===== src/rtl/net_rx_pkg.sv =====
package net_rx_pkg;
  typedef struct packed {
    logic en;
    logic ovr;
    logic dav;
  } rx_status_t;
  localparam int unsigned ST_W = $bits(rx_status_t);
endpackage


===== src/rtl/net_rx_dec.sv =====
module net_rx_dec #(
  parameter int unsigned    AW        = 32,
  parameter logic [AW-1:0]  BASE_ADDR = 32'hF000_0000,
  parameter int unsigned    DEV_WORDS = 18,
  parameter int unsigned    MEM_WORDS = 1024,
  parameter int unsigned    OFS_W     = 5
) (
  input  logic [AW-1:0]    addr_i,
  input  logic             rd_i,
  input  logic             wr_i,
  output logic             mem_sel_o,
  output logic             dev_sel_o,
  output logic [OFS_W-1:0] ofs_o
);
  localparam logic [AW:0] DEV_LO = {1'b0, BASE_ADDR};
  localparam logic [AW:0] DEV_HI = DEV_LO + (AW+1)'(DEV_WORDS * 4);
  localparam logic [AW:0] MEM_HI = (AW+1)'(MEM_WORDS * 4);

  logic [AW:0]   addr_x;
  logic [AW-1:0] rel;
  logic          acc;

  assign addr_x    = {1'b0, addr_i};
  assign acc       = rd_i | wr_i;
  assign rel       = addr_i - BASE_ADDR;
  assign ofs_o     = rel[OFS_W+1:2];
  assign dev_sel_o = acc && (addr_x >= DEV_LO) && (addr_x < DEV_HI);
  assign mem_sel_o = acc && (addr_x < MEM_HI) && !dev_sel_o;
endmodule


===== src/rtl/net_rx_buf.sv =====
module net_rx_buf #(
  parameter int unsigned DW        = 32,
  parameter int unsigned MSG_WORDS = 16,
  parameter int unsigned IDX_W     = 4,
  parameter int unsigned OFS_W     = 5
) (
  input  logic                    clk_i,
  input  logic                    rst_ni,
  input  logic                    wr_i,
  input  logic [IDX_W-1:0]        idx_i,
  input  logic [DW-1:0]           data_i,
  input  logic [OFS_W-1:0]        rd_idx_i,
  output logic [DW-1:0]           rd_data_o,
  output logic [MSG_WORDS*DW-1:0] flat_o
);
  logic [DW-1:0] word_q [MSG_WORDS];

  for (genvar g = 0; g < MSG_WORDS; g++) begin : g_word
    always_ff @(posedge clk_i or negedge rst_ni) begin
      if (!rst_ni)                              word_q[g] <= '0;
      else if (wr_i && idx_i == IDX_W'(g))      word_q[g] <= data_i;
    end
    assign flat_o[g*DW +: DW] = word_q[g];
  end

  always_comb begin
    rd_data_o = '0;
    for (int i = 0; i < MSG_WORDS; i++)
      if (rd_idx_i == OFS_W'(i)) rd_data_o = word_q[i];
  end
endmodule


===== src/rtl/net_rx_ctrl.sv =====
module net_rx_ctrl
  import net_rx_pkg::*;
#(
  parameter int unsigned DW = 32
) (
  input  logic       clk_i,
  input  logic       rst_ni,
  input  logic       net_wr_i,
  input  logic       net_commit_i,
  input  logic       st_wr_i,
  input  logic       vec_wr_i,
  input  logic [DW-1:0] wdata_i,
  output rx_status_t st_o,
  output logic [DW-1:0] vec_o,
  output logic       accept_o
);
  rx_status_t    st_q;
  logic [DW-1:0] vec_q;
  logic          drop, clr_dav, clr_ovr;

  assign accept_o = net_wr_i & ~st_q.dav;
  assign drop     = (net_wr_i | net_commit_i) & st_q.dav;
  assign clr_dav  = st_wr_i & ~wdata_i[0];
  assign clr_ovr  = st_wr_i & ~wdata_i[1];

  always_ff @(posedge clk_i or negedge rst_ni) begin
    if (!rst_ni) begin
      st_q  <= '0;
      vec_q <= '0;
    end else begin
      st_q.dav <= (st_q.dav & ~clr_dav) | (net_commit_i & ~st_q.dav);
      st_q.ovr <= (st_q.ovr & ~clr_ovr) | drop;  // drop wins over clear
      if (st_wr_i)  st_q.en <= wdata_i[2];
      if (vec_wr_i) vec_q   <= wdata_i;
    end
  end

  assign st_o  = st_q;
  assign vec_o = vec_q;
endmodule


===== src/rtl/net_rx_mmio.sv =====
module net_rx_mmio
  import net_rx_pkg::*;
#(
  parameter int unsigned   AW        = 32,
  parameter int unsigned   DW        = 32,
  parameter logic [AW-1:0] BASE_ADDR = 32'hF000_0000,
  parameter int unsigned   MEM_WORDS = 1024,
  parameter int unsigned   MSG_WORDS = 16
) (
  input  logic             clk_i,
  input  logic             rst_ni,
  input  logic [AW-1:0]    bus_addr_i,
  input  logic             bus_rd_i,
  input  logic             bus_wr_i,
  input  logic [DW-1:0]    bus_wdata_i,
  output logic [DW-1:0]    bus_rdata_o,
  output logic             mem_sel_o,
  output logic             dev_sel_o,
  input  logic             net_wr_i,
  input  logic [$clog2(MSG_WORDS)-1:0] net_idx_i,
  input  logic [DW-1:0]    net_data_i,
  input  logic             net_commit_i,
  output logic             irq_o
);
  localparam int unsigned IDX_W     = $clog2(MSG_WORDS);
  localparam int unsigned DEV_WORDS = MSG_WORDS + 2;
  localparam int unsigned OFS_W     = $clog2(DEV_WORDS);
  localparam logic [OFS_W-1:0] OFS_ST  = OFS_W'(MSG_WORDS);
  localparam logic [OFS_W-1:0] OFS_VEC = OFS_W'(MSG_WORDS + 1);

  logic [OFS_W-1:0]        ofs;
  logic                    st_wr, vec_wr, net_acc;
  logic [DW-1:0]           msg_rd, vec_q;
  logic [MSG_WORDS*DW-1:0] msg_flat;
  rx_status_t              st_q;

  net_rx_dec #(
    .AW(AW), .BASE_ADDR(BASE_ADDR), .DEV_WORDS(DEV_WORDS),
    .MEM_WORDS(MEM_WORDS), .OFS_W(OFS_W)
  ) u_dec (
    .addr_i(bus_addr_i), .rd_i(bus_rd_i), .wr_i(bus_wr_i),
    .mem_sel_o(mem_sel_o), .dev_sel_o(dev_sel_o), .ofs_o(ofs)
  );

  assign st_wr  = dev_sel_o & bus_wr_i & (ofs == OFS_ST);
  assign vec_wr = dev_sel_o & bus_wr_i & (ofs == OFS_VEC);

  net_rx_ctrl #(.DW(DW)) u_ctrl (
    .clk_i(clk_i), .rst_ni(rst_ni),
    .net_wr_i(net_wr_i), .net_commit_i(net_commit_i),
    .st_wr_i(st_wr), .vec_wr_i(vec_wr), .wdata_i(bus_wdata_i),
    .st_o(st_q), .vec_o(vec_q), .accept_o(net_acc)
  );

  net_rx_buf #(
    .DW(DW), .MSG_WORDS(MSG_WORDS), .IDX_W(IDX_W), .OFS_W(OFS_W)
  ) u_buf (
    .clk_i(clk_i), .rst_ni(rst_ni),
    .wr_i(net_acc), .idx_i(net_idx_i), .data_i(net_data_i),
    .rd_idx_i(ofs), .rd_data_o(msg_rd), .flat_o(msg_flat)
  );

  always_comb begin
    bus_rdata_o = '0;
    if (dev_sel_o && bus_rd_i) begin
      if (ofs == OFS_ST)       bus_rdata_o = DW'(st_q);
      else if (ofs == OFS_VEC) bus_rdata_o = vec_q;
      else                     bus_rdata_o = msg_rd;
    end
  end

  assign irq_o = st_q.dav & st_q.en;
endmodule


===== config.mk =====
export PLATFORM = sky130hd
export DESIGN_NAME = net_rx_mmio
export DESIGN_NICKNAME = d
export VERILOG_FILES = /design/src/rtl/net_rx_pkg.sv /design/src/rtl/net_rx_dec.sv /design/src/rtl/net_rx_buf.sv /design/src/rtl/net_rx_ctrl.sv /design/src/rtl/net_rx_mmio.sv
export SDC_FILE = /design/constraint.sdc
export NUM_CORES = 1
export LEC_CHECK = 0
export ABC_CLOCK_PERIOD_IN_PS = 1860
export BUFFER_PORTS_ARGS = -buffer_cell sky130_fd_sc_hd__buf_2
export CAP_MARGIN = 10
export CORE_UTILIZATION = 33
export CTS_CLUSTER_SIZE = 25
export DETAILED_ROUTE_END_ITERATION = 10
export GPL_TIMING_DRIVEN = 0
export PLACE_DENSITY = 0.58
export SLEW_MARGIN = 5
export SYNTH_ARGS = -nofsm -noshare
export SYNTH_HDL_FRONTEND = slang
export SYNTH_SLANG_ARGS = --single-unit

===== constraint.sdc =====
create_clock -name clk_i -period 1.86 [get_ports clk_i]
set_input_delay 0.093 -clock clk_i [delete_from_list [all_inputs] [get_ports clk_i]]
set_output_delay 0.093 -clock clk_i [all_outputs]
set_load 0.01 [all_outputs]

Word level (Yosys, flattened, before mapping)

Cells that the tools add are included.

Bits of input ports: 106
Word-level logic and storage cells: 119
Bits in registers: 547

Reduce and logical (&&, ||, !) cells: 24
$add $sub $neg: 1
Equality and inequality tests: 32
Magnitude comparators: 3
Bitwise gates (word level): 20
Muxes and demuxes: 19

Operators by type and width:

| operator               | count |
|---|---|
| $mux W32               | 19 |
| $eq A5 B4 Y1 const B   | 8 |
| $eq A4 B4 Y1 const B   | 8 |
| $ge A32 B32 Y1 const B | 1 |
| $lt A32 B13 Y1 const B | 1 |
| $lt A32 B32 Y1 const B | 1 |
| $logic_and A1 B1 Y1    | 21 |
| $eq A5 B3 Y1 const B   | 4 |
| $eq A4 B3 Y1 const B   | 4 |
| $and A1 B1 Y1          | 11 |
| $eq A5 B2 Y1 const B   | 2 |
| $eq A5 B5 Y1 const B   | 2 |
| $eq A4 B2 Y1 const B   | 2 |
| $sub A7 B1 Y7 const B  | 1 |
| $eq A5 B1 Y1 const B   | 1 |
| $logic_not A5 Y1       | 1 |
| $not A1 Y1             | 5 |
| $eq A4 B1 Y1 const B   | 1 |
| $logic_not A4 Y1       | 1 |
| $or A1 B1 Y1           | 4 |
| $logic_not A1 Y1       | 1 |

Logic depth before layout (Yosys ltp)

Gate-level depths: netlist of the first run.

Word-level depth: 21
Mapped depth: 10
Mapped depth without buffers: 6

By module

From an unflattened synthesis of the first run, not the netlist that was laid out.

Cells, all modules: 2172
Area total of the unflattened synthesis: 26599.3 sq um

Modules (own cells, without submodules):

| module      | instances | cells each | area an instance (sq um) | seq. area each (sq um) |
|---|---|---|---|---|
| net_rx_buf  | 1         | 1958       | 24333.3                  | 12812.3 |
| net_rx_ctrl | 1         | 79         | 1470.2                   | 875.8 |
| net_rx_mmio | 1         | 117        | 661.9                    | 0.0 |
| net_rx_dec  | 1         | 18         | 133.9                    | 0.0 |

Worst setup path after synthesis of the first run

OpenSTA, ideal clock, no wires.

Path type: input to output
From: input bus_addr_i[23]
To: output bus_rdata_o[22]
Path buffers: 1
Data arrival time: 1.818 ns
Stages: 6
Data required time: 1.767 ns
Setup slack: -0.051 ns
Cells stage by stage: nor4_1 -> o2111ai_1 -> nor3_2 -> nand3_1 -> buf_2 -> a2111oi_1

Cells in the longest elaborated chain, start to end: 5

RTL lines:

| item                    | RTL line          | source |
|---|---|---|
| from (decl)             | net_rx_mmio.sv:12 | `input logic [AW-1:0] bus_addr_i,` |
| $ge A32 B32 Y1          | net_rx_dec.sv:27  | `assign dev_sel_o = acc && (addr_x >= DEV_LO) && (addr_x < DEV_HI);` |
| $logic_and A1 B1 Y1     | net_rx_dec.sv:27  |  |
| $logic_and A1 B1 Y1 (*) | net_rx_dec.sv:27  |  |
| named net dev_sel_o     | net_rx_mmio.sv:18 | `output logic dev_sel_o,` |
| $logic_and A1 B1 Y1 (*) | net_rx_mmio.sv:65 | `if (dev_sel_o && bus_rd_i) begin` |
| $mux W32 (*)            | net_rx_mmio.sv:65 |  |
| to (decl)               | net_rx_mmio.sv:16 | `output logic [DW-1:0] bus_rdata_o,` |

The timed path passes the listed nets; every way through them passes the cells marked *.

Worst setup path in the final report of the first run

From: register u_buf.word_q, in the netlist u_buf.flat_o[194]
To: output bus_rdata_o[2]

Cells in the longest elaborated chain, start to end: 13

RTL lines:

| item                              | RTL line          | source |
|---|---|---|
| from (decl)                       | net_rx_buf.sv:16  | `logic [DW-1:0] word_q [MSG_WORDS];` |
| from (signal, indexed assignment) | net_rx_buf.sv:21  | `else if (wr_i && idx_i == IDX_W'(g)) word_q[g] <= data_i;` |
| $mux W32 (10 in a row)            | net_rx_buf.sv:29  | `if (rd_idx_i == OFS_W'(i)) rd_data_o = word_q[i];` |
| $mux W32                          | net_rx_mmio.sv:67 | `else if (ofs == OFS_VEC) bus_rdata_o = vec_q;` |
| $mux W32                          | net_rx_mmio.sv:66 | `if (ofs == OFS_ST) bus_rdata_o = DW'(st_q);` |
| $mux W32                          | net_rx_mmio.sv:65 |  |

No other way between the ends.

==> results by group, run 1 <==
Outcome
  • Outcome: complete, but fails checks
  • Failing checks: negative hold slack, negative setup slack

Timing
  • Slack of the critical path: -0.777 ns
  • Clock period minus final worst setup slack: 2.64 ns
  • Slew @ Worst Pin: between 1 and 1.5 ns
  • Setup_tns: -113.69 ns
  • Fin. Hold Viols: 191
  • Clk_skew: roughly 0.024 ns
  • Hold_ws: -0.622 ns
  • Max Clk Rate: 379 MHz
  • Tcrit/Tclk final: 142%
  • Slew Limit Fails: 0
  • Worst slew margin: approximately 18%
  • RSZ-0062 raised after global routing: true
  • Final setup violation count: 541

Power and ir drop
  • Leak: 0.0174 uW
  • Peak VDD IR: 0.000734 V
  • Total power density per cell area: 734 mW/mm^2

Finish
  • Core Util, Final: about half
  • Final nets: 2,668
  • Layout cells sized above 1: 52.6%
  • P&R area growth vs syn: 44.4%
  • Cell area after layout: 0.0376 sq mm
  • Post-route insts no fill: 3,650

Synth
  • Ys flop type: dfrtp_1
  • Post-Syn Area: between 0.02 and 0.03 sq mm
  • Syn nets: 2,206
  • Post-synthesis cell count: 2,100
  • Synth cell types: 79
  • Number of synthesized flops with an enable pin: 0
  • Avg Cell Area, Syn: 12.4 sq um
  • Yosys warns: 0
  • Synth Register Bits: 547
  • Async SR Flop Fraction: 100%
  • Sequential element share of the synthesized area: 52.6%

Global routing
  • Initial antenna violation count: 8
  • First-pass GRT wire length: approximately 170,000 um
  • Total track usage: 30.6%
  • Grt total ovfl: 0
  • Largest net degree at the start of global routing: 117
  • Vias in the first global route: 22,100

Clock network
  • Htree depth: 2
  • CTS tree: done
  • Register clock-pin slew on the reported worst setup and hold paths: 0.06 ns
  • Max clock buf depth: 3
  • CTS Sinks: 547
  • Worst-Skew Late Latency: about 0.66 ns
  • Root buffer cell: clkbuf_16
  • CTS Buf Count: 58

Setup path
  • R2r startpoint: u_ctrl.st_o[0]
  • Type of origin of the critical path: register
  • CP endpoint kind: output pin
  • Reg2Reg Depth: 9
  • Req. time, crit path: 1.77 ns
  • Critical path class: register to output pin
  • CP endpoint: bus_rdata_o[2]
  • CP Max Fanout: 2
  • Arrival time worst endpoint: 2.54 ns
  • Worst R2R End: u_buf.flat_o[363]
  • R2R setup slack: -0.37 ns
  • Crit path from: u_buf.flat_o[194]

Die
  • Die height: about 280 um
  • DIE WIDTH: between 200 and 300 um
  • Die area: 0.0800 sq mm
  • Io pins: approximately 140
  • Core box area: 0.0777 sq mm
  • Initial core utilization: around 33%
  • # rows: approximately 100

Route
  • DR iter-0 viols: 2,872
  • Vias: 22,500
  • Wirelength per Cell: 35.1 um
  • Antenna Nets Post-Route: 0
  • DRT Wirelength: 128,000 um
  • Vias/cell: 6.16
  • DR pass1 iterations: 6
  • DR DRC count: 0

Place
  • Dpl cells: between 3,000 and 4,000
  • DP HPWL: roughly 80,000 um
  • Port-buffer cells: 137
  • Cell Area, Placed: approximately 0.028 sq mm
  • Routability cong.: 1.01

Min path
  • Class of the worst hold path: primary input to async pin

Flow run
  • Max Cap Viol: 0
==> worst max-delay path: stages (launching register included) <==
cell and delay, ns:
dfrtp_1 0.44, or3b_4 0.41, a211oi_4 0.32, a21oi_2 0.07
nand3_2 0.11, o221ai_4 0.21, a21oi_2 0.20, buf_2 0.15
==> what timing repair did <==
item / in CTS / in global routing
hold buffers: 69 / 3
pin swaps: 122 / 62
setup endpoints to repair: 536 / 530
gates resized for setup: 903 / 296
buffers inserted: 118 / 48
hold endpoints to repair: 454 / 130
gates cloned: 14 / 22
==> flip-flops by register name, indices dropped and copies added, names as in the netlist <==
signal        count
u_ctrl.st_o       3
u_buf.flat_o    512
u_ctrl.vec_o     32
==> cells in the final DEF, fill, tap and decap left out, types with 12 or more instances in the layout <==
cell type / Yosys / layout
mux2_1: 33 / 30
a211oi_2: 0 / 12
a22oi_1: 52 / 44
mux2_2: 525 / 346
o22ai_1: 37 / 26
buf_16: 0 / 18
dlygate4sd3_1: 0 / 71
nand2_1: 85 / 61
clkbuf_16: 0 / 85
buf_8: 0 / 24
buf_6: 8 / 78
mux2i_1: 35 / 33
buf_12: 0 / 96
clkbuf_1: 62 / 41
mux2_4: 0 / 182
nor2_4: 6 / 23
dfrtp_1: 547 / 546
buf_4: 13 / 93
buf_2: 64 / 131
nor2_1: 104 / 80
clkinv_2: 0 / 12
a21oi_2: 0 / 24
clkbuf_8: 0 / 21
o21ai_0: 82 / 62
a21oi_1: 115 / 86
==> cells in the mapped netlist, drive strengths merged, types with 8 or more instances <==
| cell type | n | share of area (%) |
|---|---|---|
| o221ai | 12 | 0.40 |
| nand3 | 15 | 0.29 |
| a221o | 11 | 0.42 |
| mux2i | 35 | 1.3 |
| a31oi | 12 | 0.29 |
| nand2b | 12 | 0.29 |
| a2111oi | 13 | 0.55 |
| dfrtp | 547 | 53 |
| o31ai | 8 | 0.25 |
| a222oi | 9 | 0.35 |
| o22ai | 37 | 0.89 |
| nor3 | 19 | 0.42 |
| a22oi | 52 | 1.5 |
| nand2 | 87 | 1.3 |
| mux4 | 10 | 0.87 |
| a211oi | 16 | 0.46 |
| buf | 119 | 2.4 |
| o2bb2ai | 8 | 0.27 |
| nor2 | 113 | 1.9 |
| o211ai | 8 | 0.23 |
| a21oi | 115 | 2.2 |
| mux2 | 558 | 24 |
| o21ai | 82 | 1.6 |
| inv | 8 | 0.12 |
| a221oi | 15 | 0.50 |
| a21o | 8 | 0.23 |
| nor2b | 15 | 0.36 |
| clkbuf | 62 | 0.89 |
==> metal layers <==
metal  up-vias  track usage, %  routed length [um]
met3       436            10.1               17000
li1       8717               -                   -
met5         -               0                  71
met1     11700            40.6               50200
met4        12            15.7                8480
met2      1650            44.2               52400
==> metrics by stage <==
| stage | hold WS (ns) | setup WS [ns] | power, uW |
|---|---|---|---|
| after floorplan | -0.203 | -0.0513 | 13300 |
| after global placement | 0.306 | -10.47 | 14500 |
| after detailed placement | 0.0929 | -2.06 | 14600 |
| after CTS | -0.580 | -0.737 | 27300 |
| after global routing | -0.568 | -0.786 | 28200 |
| final | -0.622 | -0.777 | 27600 |
==> logic make-up after synthesis <==
kind of cell | share of synthesized area [%]
compound gates | 11.5
buf+inv | 3.47
flops | 52.6
mux | 26.4
simple gates | 6.10
==> report_power, final <==
part           internal (uW)  total [uW]  switching, uW  leakage, uW
Sequential             12100       12300            148      0.00756
Combinational           1120        3000           1880      0.00889
Clock                   7130       12300           5150     0.000981
==> worst min path at each step <==
| stage | end | slack (ns) |
|---|---|---|
| 2_1_floorplan | u_buf.flat_o[0] | -0.20 |
| 5_1_grt | u_buf.flat_o[86] | -0.57 |
| 3_3_place_gp | u_ctrl.vec_o[6] | 0.31 |
| 3_5_place_dp | u_buf.flat_o[86] | 0.09 |
| 6_report | u_buf.flat_o[86] | -0.62 |
| 4_1_cts | u_buf.flat_o[86] | -0.58 |
==> layout make-up <==
type | instances | area, sq um
fill | 6658 | 40200
timing repair buffer | 410 | 4300
clock buffer | 82 | 1690
tap | 1040 | 1300
sequential | 547 | 13700
multi-input combinational | 1363 | 13900
buffer | 173 | 2350
antenna | 4 | 10.0
inverter | 9 | 43.8
clock inverter | 22 | 282
(Power assumes the default switching activity.)
==> run 2, diff against run 1 <==
- SYNTH_HIERARCHICAL: unset -> 1
==> run 2 against run 1 <==
- the flow finishes with violations (negative setup slack)
- cell count increased by 1.6%
- design area grew 0.14%
- setup slack worse by 0.076 ns
- register-to-register slack gained 0.10 ns
- via count shrank 3.3%
- non-clock buffer count down 13
- clock skew fell by 0.0063 ns
- sequential share of layout area fell by 0.051 points
- power down 1.3%
- hold slack improved by 0.72 ns
- combinational power fell by 5%
- largest cell class unchanged
==> results by group, run 2 <==
Synth
  • Share of the synthesized area in the top cell type: 51.5% (-1.2 points)
  • Synth Register Bits: 547 (unchanged)
  • Post-synthesis cell count: 2,172 (+3.4%)
  • Mux cell area share after synthesis: 26.2% (-0.21 points)
  • Number of synthesized flops with an enable pin: 0 (unchanged)
  • Yosys warns: 6 (+6)
  • Adder-Cell Fraction of Synth Area: 0% (unchanged)
  • Simple-gate share of the synthesized area: 7.25% (+1.2 points)
  • Sequential element share of the synthesized area: 51.5% (-1.2 points)
  • Synth area leader: dfrtp_1
  • Most frequent cells after synthesis: dfrtp_1 (547), mux2_2 (514), nor2_1 (113)
  • Avg Cell Area, Syn: 12.2 sq um (-1.2%)
  • Post-Syn Area: 0.0266 sq mm (+2.2%)
  • Area share of xor/xnor cells in the synthesized design: 0% (unchanged)
  • Ys flop type: dfrtp_1
  • Async SR Flop Fraction: 100% (unchanged)
  • Synth area leaders: dfrtp_1 (51%), mux2_2 (22%), mux2i_1 (2.4%)
  • Count leader, synth: dfrtp_1
  • Combinational family with the most area after synthesis: multiplexers
  • Syn nets: 2,278 (+3.3%)
  • Synth cell types: 83 (+5.1%)
  • Synth Area in Compound Gates: 11.1% (-0.32 points)

Setup path
  • Critical path class: register to output pin
  • Crit-path cells: mux4_2 > o211ai_1 > a211oi_2 > nor2_1 > a211oi_2 > buf_2
  • Buf/Inv on CP: 1 (unchanged)
  • Crit path max-delay family: compound AO/OA/AOI/OAI gates
  • Arrival time worst endpoint: 2.62 ns (+0.08 ns)
  • CP Max Fanout: 2 (unchanged)
  • Type of origin of the critical path: register
  • CP endpoint kind: output pin
  • Crit-path slowest cell: o211ai_1
  • Most Frequent Cell on Critical Path: a211oi_2
  • Req. time, crit path: 1.77 ns (about the same)
  • Crit path largest cell delay: 0.54 ns (+0.10 ns)

Route
  • Vias/cell: 5.86 (-4.9%)
  • Vias: 21,800 (-3.3%)
  • DR pass1 iterations: 6 (unchanged)
  • DR iter-0 viols: 2,181 (-24%)
  • Wirelength per Cell: 29.7 um (-15%)
  • DRT Wirelength: 110,000 um (-14%)
  • Antenna Nets Post-Route: 0 (unchanged)
  • DR DRC count: 0 (unchanged)

Timing
  • Final setup violation count: 457 (-16%)
  • Fin. Hold Viols: 0 (-100%)
  • Setup_tns: -70.70 ns (+42.99 ns)
  • Tcrit/Tclk final: 146% (+4.1 points)
  • Clk_skew: 0.0182 ns (-0.00631 ns)
  • Slew Limit Fails: 0 (unchanged)
  • Worst slew margin: 46.4% (+28 points)
  • Max Clk Rate: 369 MHz (-2.8%)
  • Clock period minus final worst setup slack: 2.71 ns (+0.0764 ns)
  • Hold_ws: 0.100 ns (+0.723 ns)
  • RSZ-0062 raised after global routing: true
  • Slew @ Worst Pin: 0.804 ns (-0.416 ns)
  • Slack of the critical path: -0.853 ns (-0.0764 ns)

Clock network
  • Worst-Skew Late Latency: 0.66 ns (about the same)
  • CTS Buf Count: 59 (+1.7%)
  • Register clock-pin slew on the reported worst setup and hold paths: 0.06 ns (about the same)
  • CTS Sinks: 547 (unchanged)
  • Htree depth: 2 (unchanged)
  • Max clock buf depth: 3 (unchanged)
  • CTS tree: done
  • Root buffer cell: clkbuf_16

Power and ir drop
  • Leak: 0.0173 uW (-0.48%)
  • Peak VDD IR: 0.000818 V (+11%)
  • Total power density per cell area: 723 mW/mm^2 (-1.5%)
  • Power Total: 27,200 uW (-1.3%)

Place
  • DP HPWL: 69,200 um (-13%)
  • Routability cong.: 0.977 (-3.6%)
  • Port-buffer cells: 136 (-0.73%)
  • DP Worst Slack: -1.85 ns (+0.213 ns)

Global routing
  • Initial antenna violation count: 4 (-4)
  • Grt total ovfl: 0 (unchanged)
  • Grt met1 use: 31.1% (-9.5 points)
  • GR met3 Demand/Resource: 5.86% (-4.2 points)
  • Vias in the first global route: 22,000 (-0.49%)
  • Grt peak-use layer: met2
  • Total track usage: 25.1% (-5.4 points)
  • First-pass GRT wire length: 151,000 um (-11%)
  • Largest net degree at the start of global routing: 115 (-1.7%)
  • Routing usage on met2: 40.9% (-3.2 points)

Die
  • Die height: 286 um (+1.1%)
  • DIE WIDTH: 286 um (+1.1%)
  • Die area: 0.0817 sq mm (+2.2%)
  • Initial core utilization: 33.5% (about the same)
  • Core box area: 0.0794 sq mm (+2.1%)
  • # rows: 103 (+0.98%)
  • Io pins: 141 (unchanged)

Finish
  • Most common cell after layout, fill and taps aside: dfrtp_1
  • Final nets: 2,717 (+1.8%)
  • P&R area growth vs syn: 41.4%
  • Most frequent cells in the layout: dfrtp_1 (546), mux2_2 (307), mux2_4 (241)
  • Layout cells sized above 1: 51.7% (-0.95 points)
  • Core Util, Final: 47.4% (-0.95 points)
  • Largest register FFs: 512 (unchanged)

Outcome
  • Outcome: complete, but fails checks
  • Failing checks: negative setup slack

Min path
  • Class of the worst hold path: primary input to async pin

Flow run
  • Max Cap Viol: 0 (unchanged)
run 2: cell types whose count changed after synthesis, moves of 15 or more:
cell,before,now
buf_1,34,16
clkbuf_1,62,86
a22oi_1,52,27
mux2_1,33,4
o22a_1,1,16
a21oi_1,115,95
mux2i_1,35,65
mux2_4,0,30
nand3_1,15,37
run 2: per-stage QoR:
step,area [sq um],instances
finish,37600,3710
global placement,28800,3358
CTS,35300,3646
detailed placement,28900,3364
global route,37600,3709
floorplan,26800,2172
run 2: logic make-up after synthesis:
kind of cell,count (synthesis)
AND/OR/NAND/NOR,376
AO/OA/AOI/OAI,432
buffers and inverters,203
flip-flops,547
multiplexers,614
run 2: final timing paths:
| kind | startpoint | to | slack [ns] | cells after the start |
|---|---|---|---|---|
| worst min-delay path | rst_ni | u_buf/flat_o[347] | 0.10 | 3 |
| worst min register to register | u_buf/flat_o[278] | u_buf/flat_o[278] | 0.50 | 1 |
| max in group asynchronous | rst_ni | u_buf/flat_o[65] | 0.67 | 4 |
| worst max-delay path | u_buf/flat_o[65] | bus_rdata_o[1] | -0.85 | 6 |
| min in group clk_i | bus_addr_i[15] | u_ctrl/st_o[0] | 0.11 | 7 |
| worst max register to register | u_ctrl/st_o[0] | u_buf/flat_o[114] | -0.27 | 8 |
run 2: layer usage:
layer	vias up	part of all wire, %
li1	8882	-
met5	-	0.020
met4	4	6.7
met3	425	8.9
met1	11200	38
met2	1208	46
run 2: timing repair:
| action | in CTS | in global routing |
|---|---|---|
| hold endpoints to repair | 473 | 0 |
| setup buffers | 100 | 49 |
| hold buffers | 69 | 0 |
| gates cloned | 17 | 22 |
| pin swaps | 134 | 111 |
| setup endpoints to repair | 544 | 526 |
| resized for setup | 651 | 399 |
run 2: area by class of cell:
cell class | count | area (sq um)
sequential | 547 | 13700
tap | 1050 | 1310
antenna | 2 | 5.00
clock buffer | 88 | 1730
fill | 6850 | 41800
buffer | 176 | 2230
inverter | 11 | 46.3
timing repair buffer | 394 | 4080
multi-input combinational | 1422 | 14300
clock inverter | 20 | 240
run 2: tightest hold or removal path, cell delays in order:
cell	delay [ns]
dlygate4sd3_1	0.56
buf_8	0.14
buf_16	0.39
run 2: where the power goes:
group          switching [uW]  leakage (uW)  internal (uW)
combinational            1720       0.00881           1130
sequential                147       0.00756          12100
clock                    5100      0.000973           6960
total                    6970        0.0173          20200
